**config.mk**
```make
export PLATFORM = sky130hd
export DESIGN_NAME = byte_uart
export DESIGN_NICKNAME = d
export VERILOG_FILES = /design/src/rtl/byte_uart_pkg.sv /design/src/rtl/uart_fifo.sv /design/src/rtl/uart_tick.sv /design/src/rtl/uart_tx.sv /design/src/rtl/uart_rx.sv /design/src/rtl/byte_uart.sv
export SDC_FILE = /design/constraint.sdc
export NUM_CORES = 1
export LEC_CHECK = 0
export BUFFER_PORTS_ARGS = -buffer_cell sky130_fd_sc_hd__buf_2
export CORE_MARGIN = 2
export CORE_UTILIZATION = 40
export CTS_BUF_LIST = sky130_fd_sc_hd__clkbuf_8
export DETAILED_ROUTE_END_ITERATION = 7
export HOLD_SLACK_MARGIN = 0.1
export PLACE_DENSITY_LB_ADDON = 0.3
export SETUP_SLACK_MARGIN = 0.2
export SYNTH_ARGS = -nofsm -noshare
export SYNTH_HDL_FRONTEND = slang
export SYNTH_HIERARCHICAL = 1
export SYNTH_SLANG_ARGS = --single-unit
```
**constraint.sdc**
```tcl
create_clock -name clk -period 3.75 [get_ports clk]
set_clock_uncertainty 0.1 [all_clocks]
set_input_delay 0.1875 -clock clk [delete_from_list [all_inputs] [get_ports clk]]
set_output_delay 0.1875 -clock clk [all_outputs]
set_load 0.01 [all_outputs]
```
**src/rtl/byte_uart_pkg.sv**
```systemverilog
package byte_uart_pkg;
  localparam int OFS_TXD  = 'h000;
  localparam int OFS_RXD  = 'h008;
  localparam int OFS_STAT = 'h010;
  localparam int OFS_DIV  = 'h018;
  localparam int OFS_IEN  = 'h020;

  typedef enum logic {BUS_IDLE, BUS_ACK} bus_st_t;
  typedef enum logic {TX_IDLE, TX_SHIFT} tx_st_t;
  typedef enum logic [1:0] {RX_IDLE, RX_START, RX_DATA, RX_STOP} rx_st_t;
endpackage

```
**src/rtl/uart_fifo.sv**
```systemverilog
module uart_fifo #(
  parameter int DEPTH = 64,
  parameter int W     = 8
) (
  input  logic         clk,
  input  logic         rst_n,
  input  logic         push,
  input  logic [W-1:0] din,
  input  logic         pop,
  output logic [W-1:0] dout,
  output logic         empty,
  output logic         full
);
  localparam int AW = (DEPTH > 1) ? $clog2(DEPTH) : 1;

  logic [W-1:0] mem [DEPTH];
  logic [AW-1:0] wp_q, wp_d, rp_q, rp_d;
  logic [AW:0]   cnt_q, cnt_d;
  logic          do_push, do_pop;

  assign empty   = (cnt_q == '0);
  assign full    = (cnt_q == (AW+1)'(DEPTH));
  assign do_push = push & ~full;
  assign do_pop  = pop & ~empty;
  assign dout    = mem[rp_q];

  always_comb begin
    wp_d  = wp_q;
    rp_d  = rp_q;
    cnt_d = cnt_q;
    if (do_push) wp_d = (wp_q == AW'(DEPTH-1)) ? '0 : wp_q + 1'b1;
    if (do_pop)  rp_d = (rp_q == AW'(DEPTH-1)) ? '0 : rp_q + 1'b1;
    case ({do_push, do_pop})
      2'b10:   cnt_d = cnt_q + 1'b1;
      2'b01:   cnt_d = cnt_q - 1'b1;
      default: cnt_d = cnt_q;
    endcase
  end

  always_ff @(posedge clk or negedge rst_n) begin
    if (!rst_n) begin
      wp_q  <= '0;
      rp_q  <= '0;
      cnt_q <= '0;
    end else begin
      wp_q  <= wp_d;
      rp_q  <= rp_d;
      cnt_q <= cnt_d;
    end
  end

  always_ff @(posedge clk) begin
    if (do_push) mem[wp_q] <= din;
  end
endmodule

```
**src/rtl/uart_tick.sv**
```systemverilog
module uart_tick #(
  parameter int CW = 8
) (
  input  logic          clk,
  input  logic          rst_n,
  input  logic [CW-1:0] div,
  output logic          tick
);
  logic [CW-1:0] cnt_q, cnt_d;

  assign tick  = (cnt_q >= div);
  assign cnt_d = tick ? '0 : cnt_q + 1'b1;

  always_ff @(posedge clk or negedge rst_n) begin
    if (!rst_n) cnt_q <= '0;
    else        cnt_q <= cnt_d;
  end
endmodule

```
**src/rtl/uart_tx.sv**
```systemverilog
module uart_tx
  import byte_uart_pkg::*;
#(
  parameter int W     = 8,
  parameter int TICKS = 16
) (
  input  logic         clk,
  input  logic         rst_n,
  input  logic         tick,
  input  logic         avail,
  input  logic [W-1:0] din,
  output logic         pop,
  output logic         txd,
  output logic         busy
);
  localparam int FW  = W + 2;
  localparam int TCW = $clog2(TICKS);
  localparam int BCW = $clog2(FW);

  tx_st_t         st_q, st_d;
  logic [FW-1:0]  sh_q, sh_d;
  logic [TCW-1:0] tc_q, tc_d;
  logic [BCW-1:0] bc_q, bc_d;

  always_comb begin
    st_d = st_q;
    sh_d = sh_q;
    tc_d = tc_q;
    bc_d = bc_q;
    pop  = 1'b0;
    case (st_q)
      TX_IDLE: if (avail) begin
        pop  = 1'b1;
        sh_d = {1'b1, din, 1'b0};
        tc_d = '0;
        bc_d = '0;
        st_d = TX_SHIFT;
      end
      TX_SHIFT: if (tick) begin
        tc_d = tc_q + 1'b1;
        if (tc_q == TCW'(TICKS-1)) begin
          tc_d = '0;
          sh_d = {1'b1, sh_q[FW-1:1]};
          bc_d = bc_q + 1'b1;
          if (bc_q == BCW'(FW-1)) st_d = TX_IDLE;
        end
      end
      default: st_d = TX_IDLE;
    endcase
  end

  always_ff @(posedge clk or negedge rst_n) begin
    if (!rst_n) begin
      st_q <= TX_IDLE;
      sh_q <= '1;
      tc_q <= '0;
      bc_q <= '0;
    end else begin
      st_q <= st_d;
      sh_q <= sh_d;
      tc_q <= tc_d;
      bc_q <= bc_d;
    end
  end

  assign txd  = sh_q[0];
  assign busy = (st_q == TX_SHIFT);
endmodule

```
**src/rtl/uart_rx.sv**
```systemverilog
module uart_rx
  import byte_uart_pkg::*;
#(
  parameter int W     = 8,
  parameter int TICKS = 16
) (
  input  logic         clk,
  input  logic         rst_n,
  input  logic         tick,
  input  logic         rxd,
  output logic         push,
  output logic [W-1:0] dout
);
  localparam int TCW = $clog2(TICKS);
  localparam int BCW = $clog2(W);

  rx_st_t         st_q, st_d;
  logic [TCW-1:0] tc_q, tc_d;
  logic [BCW-1:0] bc_q, bc_d;
  logic [W-1:0]   sh_q, sh_d;
  logic           s1_q, s2_q;

  always_comb begin
    st_d = st_q;
    tc_d = tc_q;
    bc_d = bc_q;
    sh_d = sh_q;
    push = 1'b0;
    case (st_q)
      RX_IDLE: if (tick && !s2_q) begin
        tc_d = '0;
        st_d = RX_START;
      end
      RX_START: if (tick) begin
        tc_d = tc_q + 1'b1;
        if (tc_q == TCW'(TICKS/2-1)) begin
          tc_d = '0;
          bc_d = '0;
          st_d = s2_q ? RX_IDLE : RX_DATA;
        end
      end
      RX_DATA: if (tick) begin
        tc_d = tc_q + 1'b1;
        if (tc_q == TCW'(TICKS-1)) begin
          tc_d = '0;
          sh_d = {s2_q, sh_q[W-1:1]};
          bc_d = bc_q + 1'b1;
          if (bc_q == BCW'(W-1)) st_d = RX_STOP;
        end
      end
      RX_STOP: if (tick) begin
        tc_d = tc_q + 1'b1;
        if (tc_q == TCW'(TICKS-1)) begin
          tc_d = '0;
          push = s2_q;
          st_d = RX_IDLE;
        end
      end
      default: st_d = RX_IDLE;
    endcase
  end

  always_ff @(posedge clk or negedge rst_n) begin
    if (!rst_n) begin
      st_q <= RX_IDLE;
      tc_q <= '0;
      bc_q <= '0;
      sh_q <= '0;
      s1_q <= 1'b1;
      s2_q <= 1'b1;
    end else begin
      st_q <= st_d;
      tc_q <= tc_d;
      bc_q <= bc_d;
      sh_q <= sh_d;
      s1_q <= rxd;
      s2_q <= s1_q;
    end
  end

  assign dout = sh_q;
endmodule

```
**src/rtl/byte_uart.sv**
```systemverilog
module byte_uart
  import byte_uart_pkg::*;
#(
  parameter int FIFO_DEPTH = 64,
  parameter int DW         = 8,
  parameter int AW         = 12,
  parameter int OVS        = 16
) (
  input  logic          clk,
  input  logic          rst_n,
  output logic          tx_o,
  input  logic          rx_i,
  input  logic [AW-1:0] bus_addr,
  input  logic [DW-1:0] bus_wdata,
  output logic [DW-1:0] bus_rdata,
  input  logic          bus_we,
  input  logic          bus_cyc,
  input  logic          bus_stb,
  output logic          bus_ack,
  output logic          irq
);
  logic [1:0]    rs_q;
  logic          rst_i_n;
  bus_st_t       st_q, st_d;
  logic          ack_q, ack_d;
  logic [DW-1:0] rdata_q, rdata_d;
  logic [DW-1:0] div_q, div_d;
  logic [1:0]    ien_q, ien_d;
  logic          hit, wr, rd;
  logic          tick;
  logic          tx_push, tx_pop, tx_empty, tx_full, tx_busy;
  logic [DW-1:0] tx_dout;
  logic          rx_push, rx_pop, rx_empty, rx_full;
  logic [DW-1:0] rx_din, rx_dout;

  // asynchronous assert, synchronous release
  always_ff @(posedge clk or negedge rst_n) begin
    if (!rst_n) rs_q <= 2'b00;
    else        rs_q <= {rs_q[0], 1'b1};
  end
  assign rst_i_n = rs_q[1];

  assign hit     = bus_cyc & bus_stb & (st_q == BUS_IDLE);
  assign wr      = hit & bus_we;
  assign rd      = hit & ~bus_we;
  assign tx_push = wr & (bus_addr == AW'(OFS_TXD));
  assign rx_pop  = rd & (bus_addr == AW'(OFS_RXD));

  always_comb begin
    st_d    = st_q;
    ack_d   = ack_q;
    rdata_d = rdata_q;
    div_d   = div_q;
    ien_d   = ien_q;
    case (st_q)
      BUS_IDLE: if (bus_cyc && bus_stb) begin
        ack_d = 1'b1;
        st_d  = BUS_ACK;
        if (bus_we) begin
          if (bus_addr == AW'(OFS_DIV)) div_d = bus_wdata;
          if (bus_addr == AW'(OFS_IEN)) ien_d = bus_wdata[1:0];
        end else begin
          case (bus_addr)
            AW'(OFS_RXD):  rdata_d = rx_empty ? '0 : rx_dout;
            AW'(OFS_STAT): rdata_d = {{(DW-4){1'b0}}, tx_full, rx_full, tx_empty, rx_empty};
            AW'(OFS_DIV):  rdata_d = div_q;
            AW'(OFS_IEN):  rdata_d = {{(DW-2){1'b0}}, ien_q};
            default:       rdata_d = '0;
          endcase
        end
      end
      BUS_ACK: if (!bus_stb) begin
        ack_d = 1'b0;
        st_d  = BUS_IDLE;
      end
      default: st_d = BUS_IDLE;
    endcase
  end

  always_ff @(posedge clk or negedge rst_i_n) begin
    if (!rst_i_n) begin
      st_q    <= BUS_IDLE;
      ack_q   <= 1'b0;
      rdata_q <= '0;
      div_q   <= '0;
      ien_q   <= '0;
    end else begin
      st_q    <= st_d;
      ack_q   <= ack_d;
      rdata_q <= rdata_d;
      div_q   <= div_d;
      ien_q   <= ien_d;
    end
  end

  assign bus_ack   = ack_q & bus_cyc & bus_stb;
  assign bus_rdata = rdata_q;
  assign irq       = (~rx_empty & ien_q[0]) | (tx_empty & ien_q[1]);

  uart_tick #(.CW(DW)) u_tick (
    .clk(clk), .rst_n(rst_i_n), .div(div_q), .tick(tick)
  );

  uart_fifo #(.DEPTH(FIFO_DEPTH), .W(DW)) u_txq (
    .clk(clk), .rst_n(rst_i_n), .push(tx_push), .din(bus_wdata),
    .pop(tx_pop), .dout(tx_dout), .empty(tx_empty), .full(tx_full)
  );

  uart_fifo #(.DEPTH(FIFO_DEPTH), .W(DW)) u_rxq (
    .clk(clk), .rst_n(rst_i_n), .push(rx_push), .din(rx_din),
    .pop(rx_pop), .dout(rx_dout), .empty(rx_empty), .full(rx_full)
  );

  uart_tx #(.W(DW), .TICKS(OVS)) u_tx (
    .clk(clk), .rst_n(rst_i_n), .tick(tick), .avail(~tx_empty), .din(tx_dout),
    .pop(tx_pop), .txd(tx_o), .busy(tx_busy)
  );

  uart_rx #(.W(DW), .TICKS(OVS)) u_rx (
    .clk(clk), .rst_n(rst_i_n), .tick(tick), .rxd(rx_i),
    .push(rx_push), .dout(rx_din)
  );
endmodule

```
==> results of run 1 <==
[sequential cells by signal (all words and copies together), names as in the netlist, 7 cells and up, named ones only]
register and flops:
u_rxq/cnt_q 7, u_txq/cnt_q 7, div_q 8, bus_rdata 8, u_txq/mem 512, u_tick/cnt_q 8, u_rxq/mem 512, u_tx/sh_q 9
u_rx/dout 8
[metal layers]
layer | track usage [%] | part of all wire, %
met1 | 26.1 | 45
met2 | 27.9 | 47
met3 | 3.50 | 6.6
met4 | 5.11 | 1.9
met5 | 0 | 0
[kinds of logic after synthesis]
logic type / after synthesis
flip-flops: 1129
AND/OR/NAND/NOR: 439
other: 1
AO/OA/AOI/OAI: 246
multiplexers: 374
buffers and inverters: 162
XOR/XNOR: 27
adder cells (fa/ha/maj): 33
[power by group through the flow]
stage / registers [mW] / clock network (mW) / logic (mW)
finish: 14.1 / 9.84 / 0.704
CTS: 14.1 / 10.1 / 0.687
global route: 14.2 / 10.6 / 0.786
global placement: 14.4 / 0 / 0.619
floorplan: 14.3 / 0 / 0.425
detailed placement: 14.4 / 0 / 0.662
[cells in the mapped netlist, drive strengths merged (9+ instances only)]
cell type  count  area share (%)
a21oi         17            0.19
a221oi        10            0.22
a22o          12            0.23
a22oi         16            0.26
and3          15            0.22
buf           85             1.5
clkbuf        35            0.30
dfrtp         94             5.1
dfstp         11            0.63
edfxtp      1024              67
ha            31            0.85
inv           41            0.34
mux2          95             2.3
mux2i         47             1.0
mux4         232              11
nand2        101            0.83
nand2b        12            0.18
nand3         28            0.33
nand3b        14            0.24
nor2         185             1.5
nor2b         13            0.18
nor4           9            0.20
nor4b         15            0.35
o21ai         46            0.52
o221ai        11            0.21
o22ai         25            0.34
xnor2         19            0.36
[area by class of cell]
| type | count | area [sq um] | area share [%] |
|---|---|---|---|
| sequential | 1129 | 33400 | 62.9 |
| clock buffer | 184 | 2530 | 4.77 |
| antenna | 3 | 7.51 | 0.0141 |
| timing repair buffer | 314 | 2530 | 4.76 |
| inverter | 42 | 160 | 0.302 |
| tap | 1512 | 1890 | 3.56 |
| multi-input combinational | 1120 | 11700 | 22.1 |
| clock inverter | 140 | 836 | 1.57 |
[worst min-delay path by stage]
stage	slack [ps]	from	cells after the start	to
final	100	bus_addr[11]	9	u_txq/wp_q[4]
after global routing	100	bus_addr[11]	9	u_txq/wp_q[4]
after CTS	140	bus_addr[0]	5	div_q[0]
after detailed placement	-120	rst_n	1	rs_q[0]
after global placement	-120	rst_n	1	rs_q[0]
after floorplan	-210	rst_n	0	rs_q[0]
[timing repair]
action,CTS,global route
pin swaps,0,14
setup buffers,1,12
hold buffers,37,1
gates resized for setup,2,30
setup endpoints to repair,132,287
endpoints found under the hold margin,402,1
[worst reg2reg max path, cell delays in order, from the launching register on]
cell and delay, ps:
dfrtp_1 370, inv_1 60, ha_1 280, and3_4 170, a221oi_4 320, o21ai_4 100, and4_4 210, and4_1 200
inv_2 60, a31o_4 110, ha_4 210, inv_4 60, fa_2 410, nor2b_2 160, o21ai_2 100, a211o_1 270
o211ai_1 120, xnor2_1 100
[stage by stage]
stage	util (%)	cell area, sq um	hold slack, ps	setup TNS [ps]	total power [mW]
after floorplan	-	46000	-208	0	14.7
after global placement	43.1	49100	-124	0	15.0
after detailed placement	43.1	49100	-121	-33.2	15.1
after CTS	46.3	52900	142	0	24.9
after global routing	46.6	53100	104	0	25.6
final	46.6	53100	99.6	0	24.7
==> flow_metrics.env, run 1 <==
export IMPL_cts_sinks=1129
export IMPL_p_seq_share_pct=57.3
export IMPL_yosysWarnings=6
export IMPL_grt_remaining_overflow=0
export IMPL_first_pass_iters=5
export IMPL_crit_arrival_ps=4130
export IMPL_rsz0062_at_grt="yes"
export IMPL_period_needed_ps=3510
export IMPL_cts_root_buffer_cell="clkbuf_8"
export IMPL_reg2reg_to="u_rxq/cnt_q[6]"
export IMPL_rows=124
export IMPL_final_cells=4444
export IMPL_path_buf_inv=3
export IMPL_core_area_sq_mm=0.114
export IMPL_dp_cells=4067
export IMPL_fin_ws_ps=240
export IMPL_cts_buffers=177
export IMPL_antenna_found_initial=4
export IMPL_dp_slack_ps=-25.8
export IMPL_power_frac_comb_pct=2.9
export IMPL_setup_violations=0
export IMPL_die_y_um=343
export IMPL_drc=0
export IMPL_initial_core_util_pct=40.3
export IMPL_gp_congestion=0.830
export IMPL_report_final_slew_viol_count=0
export IMPL_die_x_um=343
export IMPL_p_sw_mw=5.43
export IMPL_synthAdderAreaFrac_pct=0.932
export IMPL_synth_compound_area_share_pct=4.06
export IMPL_htree_levels=4
export IMPL_first_global_vias=25000
export IMPL_clk_insertion_delay_late_ps=850
export IMPL_synth_edff_count=1024
export IMPL_cp_required_ps=4370
export IMPL_ir_drop_mv=0.329
export IMPL_worstSetupStartpointType="flop"
export IMPL_ios=37
export IMPL_worst_pin_slew_ps=1310
export IMPL_vias=24500
export IMPL_synth_area_mux_share_pct=14.8
export IMPL_leakage_nw=17.6
export IMPL_worst_setup_path_type="flop to flop"
export IMPL_synth_seq_cells=1129
export IMPL_async_flop_share_pct=9.30
export IMPL_ys_types=95
export IMPL_switching_share_pct=22.0
export IMPL_worstReg2RegStart="div_q[5]"
export IMPL_path_clk_slew_ps=60
export IMPL_slew_limit_headroom_pct=12.5
export IMPL_cp_cell_sequence="inv_1, ha_1, and3_4, a221oi_4, o21ai_4, and4_4, and4_1, inv_2, a31o_4, ha_4, inv_4, fa_2, nor2b_2, o21ai_2, a211o_1, o211ai_1, xnor2_1"
export IMPL_power_frac_clock_pct=39.9
export IMPL_detail_route_wl_per_cell_um=23.8
export IMPL_yosys_area_share_simple_pct=4.83
export IMPL_worstPathMaxFanout=6
export IMPL_numPortBuffers=36
export IMPL_r2r_cells=17
export IMPL_maxCapViolations=0
export IMPL_synthXorXnorAreaFrac_pct=0.515
export IMPL_cp_slowest_cell="fa_2"
export IMPL_layout_commonest_cell="edfxtp_1"
export IMPL_cts_tree="built"
export IMPL_min_delay_path_class="input pin to flop"
export IMPL_cp_depth=17
export IMPL_grt_first_pass_wirelength_um=158000
export IMPL_synthFlopType="edfxtp_1"
export IMPL_power_density_mw_per_mm2=465
export IMPL_drive_above_1_share_pct=31.4
export IMPL_status="complete, no violations"
export IMPL_critPathCaptureType="flop"
export IMPL_crit_end="u_rxq/cnt_q[6]"
export IMPL_track_usage_pct=18.0
export IMPL_avgSynthCellArea_sq_um=19.0
export IMPL_fillers=9533
export IMPL_finalHoldViolCount=0
export IMPL_max_freq_mhz=285
export IMPL_first_iter_violations=2310
export IMPL_grt_max_degree=66
export IMPL_clk_path_buf_depth=3
export IMPL_dp_hpwl_um=67400
export IMPL_cp_top_family="compound AO/OA/AOI/OAI gates"
export IMPL_die_area_sq_mm=0.117
export IMPL_synth_top_family_by_area="multiplexers"
export IMPL_netlist_area_sq_mm=0.0459
export IMPL_nNetsFinal=2843
export IMPL_ant_nets=0
export IMPL_wl_um=106000
export IMPL_p_int_mw=19.3
export IMPL_yosysSeqAreaShare_pct=72.7
export IMPL_syn_nets=2470
export IMPL_startpoint="div_q[5]"
export IMPL_cp_slowest_stage_delay_ps=410
export IMPL_mostFrequentLayoutCells="1024 x edfxtp_1, 228 x mux4_2, 226 x buf_4, 184 x clkbuf_8, 180 x nor2_1"
export IMPL_synthCells=2411
export IMPL_r2r_slack_ps=240
export IMPL_finalCritPeriodShare_pct=93.6
export IMPL_area_growth_syn_to_layout_pct=15.7
export IMPL_routed_via_density=5.51
Note: power is estimated with default switching activity, not from simulation.
==> run 2, diff against run 1 <==
==> constraint.sdc (replaced) <==
create_clock -name clk -period 3.7 [get_ports clk]
set_clock_uncertainty 0.1 [all_clocks]
set_input_delay 0.37 -clock clk [delete_from_list [all_inputs] [get_ports clk]]
set_output_delay 0.37 -clock clk [all_outputs]
set_load 0.01 [all_outputs]
==> run 2 against run 1 <==
  * Sequential cell count did not move
  * Combinational power decreased by 3.7%
  * Sequential share of layout area rose by 0.11 points
  * Final area decreased by 0.17%
  * Routed wire length decreased by 0.95%
  * Register-to-register slack lost 70 ps
  * Non-clock buffer count decreased by 9
  * Clock power about the same
  * Die area stayed put
  * Cell count shrank 0.23%
  * Critical path type unchanged
  * Highest routed layer is now met5
==> flow_metrics.env, run 2 (same netlist as run 1, synthesis figures left out) <==
export IMPL_status="complete, no violations"
export IMPL_initial_core_util_pct=40.3
export IMPL_cts_tree="built"
export IMPL_htree_levels=4
export IMPL_slew_limit_headroom_pct=19.6
export IMPL_multi_input_area_sq_mm=0.0117
export IMPL_clk_path_buf_depth=3
export IMPL_fin_ws_ps=167
export IMPL_grtUsageMet3_pct=3.97
export IMPL_holdWs_ps=190
export IMPL_regArea_sq_mm=0.0334
export IMPL_dp_hpwl_um=66200
export IMPL_first_iter_violations=2494
export IMPL_cts_root_buffer_cell="clkbuf_8"
export IMPL_rsz0062_at_grt="yes"
export IMPL_ant_nets=0
export IMPL_area_growth_syn_to_layout_pct=15.5
export IMPL_first_global_vias=25000
export IMPL_routed_via_density=5.49
export IMPL_die_y_um=343
export IMPL_drc=0
export IMPL_path_clk_slew_ps=60
export IMPL_min_delay_path_class="input pin to flop"
export IMPL_critPathCaptureType="flop"
export IMPL_nNetsFinal=2836
export IMPL_antenna_found_initial=7
export IMPL_vias=24300
export IMPL_wl_um=105000
export IMPL_path_buf_inv=2
export IMPL_cts_buffers=179
export IMPL_fillers=9577
export IMPL_report_final_slew_viol_count=0
export IMPL_cp_cell_sequence="ha_1, nand2b_4, a2111oi_4, o21ai_4, and4_4, and4_1, inv_2, a31o_4, ha_4, inv_4, fa_2, nor2b_2, o21ai_2, a211o_1, o211ai_1, xnor2_1"
export IMPL_ios=37
export IMPL_grt_util_met2_pct=28.2
export IMPL_cp_required_ps=4370
export IMPL_dp_slack_ps=-22.6
export IMPL_setup_violations=0
export IMPL_cts_sinks=1129
export IMPL_ir_drop_mv=0.424
export IMPL_cp_slowest_cell="dfrtp_1"
export IMPL_drive_above_1_share_pct=31.5
export IMPL_grt_first_pass_wirelength_um=158000
export IMPL_worst_setup_path_type="flop to flop"
export IMPL_gp_congestion=0.830
export IMPL_cp_top_family="compound AO/OA/AOI/OAI gates"
export IMPL_cp_slowest_stage_delay_ps=400
export IMPL_numPortBuffers=36
export IMPL_grt_remaining_overflow=0
export IMPL_grt_max_degree=67
export IMPL_maxCapViolations=0
export IMPL_max_freq_mhz=283
export IMPL_finalHoldViolCount=0
export IMPL_mostFrequentLayoutCells="1024 x edfxtp_1, 228 x mux4_2, 225 x buf_4, 184 x clkbuf_8, 168 x nor2_1"
export IMPL_worstSetupStartpointType="flop"
export IMPL_rows=124
export IMPL_power_density_mw_per_mm2=472
export IMPL_leakage_nw=17.6
export IMPL_die_area_sq_mm=0.117
export IMPL_reg_largest_list="u_rxq/mem x512, u_txq/mem x512, u_tx/sh_q x9"
export IMPL_finalCritPeriodShare_pct=95.5
export IMPL_crit_arrival_ps=4200
export IMPL_busiest_layer="met2"
export IMPL_first_pass_iters=6
export IMPL_track_usage_pct=18.0
export IMPL_worstPathMaxFanout=5
export IMPL_detail_route_wl_per_cell_um=23.7
export IMPL_clk_insertion_delay_late_ps=850
export IMPL_period_needed_ps=3530
export IMPL_die_x_um=343
export IMPL_layout_commonest_cell="edfxtp_1"
export IMPL_met1_usage_pct=25.4
export IMPL_core_area_sq_mm=0.114
export IMPL_worst_pin_slew_ps=1210
-- run 2: cell types whose count changed in the layout (fill, tap and decap cells not counted), moves of 3 or more --
cell	previous run	this run
dlygate4sd3_1	37	31
clkinv_1	39	29
nand2_2	4	1
clkinv_2	23	19
nor2_2	4	17
nor2_1	180	168
inv_8	6	3
nand2_1	97	100
inv_1	94	108
buf_6	3	0
-- run 2: area by class of cell --
cell class / count / area share [%]
antenna: 3 / 0.0142
clock buffer: 184 / 4.78
clock inverter: 139 / 1.60
inverter: 42 / 0.302
multi-input combinational: 1120 / 22.1
sequential: 1129 / 63.0
tap: 1512 / 3.57
timing repair buffer: 305 / 4.60
-- run 2: path summary, 6_finish.rpt --
check	from	slack, ps	to	depth (start not counted)
worst max register to register	div_q[0]	170	u_rxq/cnt_q[6]	16
max in group asynchronous	rs_q[1]	2270	u_tx/sh_q[6]	1
min in group asynchronous	rst_n	260	rs_q[0]	3
worst max-delay path	div_q[0]	170	u_rxq/cnt_q[6]	16
worst min-delay path	bus_wdata[3]	190	u_txq/mem[3][3]	1
worst min register to register	u_rx/s1_q	260	u_rx/s2_q	0
-- run 2: metal layers --
metal / wire length [um] / part of all wire, % / vias to the layer above
li1: - / - / 10600
met1: 46100 / 44 / 12700
met2: 49700 / 47 / 898
met3: 7270 / 6.9 / 164
met4: 1840 / 1.8 / 6
met5: 34 / 0.032 / -
-- run 2: power breakdown --
part	leakage (nW)	total, mW	internal (mW)	switching, mW
clock	1.98	10.0	5.20	4.80
combinational	4.72	0.678	0.292	0.386
sequential	10.9	14.4	14.1	0.275
total	17.6	25.0	19.6	5.46
-- run 2: stage by stage --
step	power (mW)	util [%]	cell area [sq um]	std cells	TNS, ps
floorplan	14.9	-	46000	2411	0
global placement	15.2	43.1	49100	4060	0
detailed placement	15.3	43.1	49100	4060	-22.6
CTS	25.3	46.4	52900	4422	0
global route	25.9	46.5	53000	4433	0
finish	25.0	46.5	53000	4434	0
-- run 2: repair_timing --
action / 4_1_cts / 5_1_grt
setup buffers: 8 / 9
hold buffers: 31 / 0
pin swaps: 4 / 13
endpoints found under the hold margin: 100 / 0
resized for setup: 6 / 10
endpoints found under the setup margin: 3 / 209
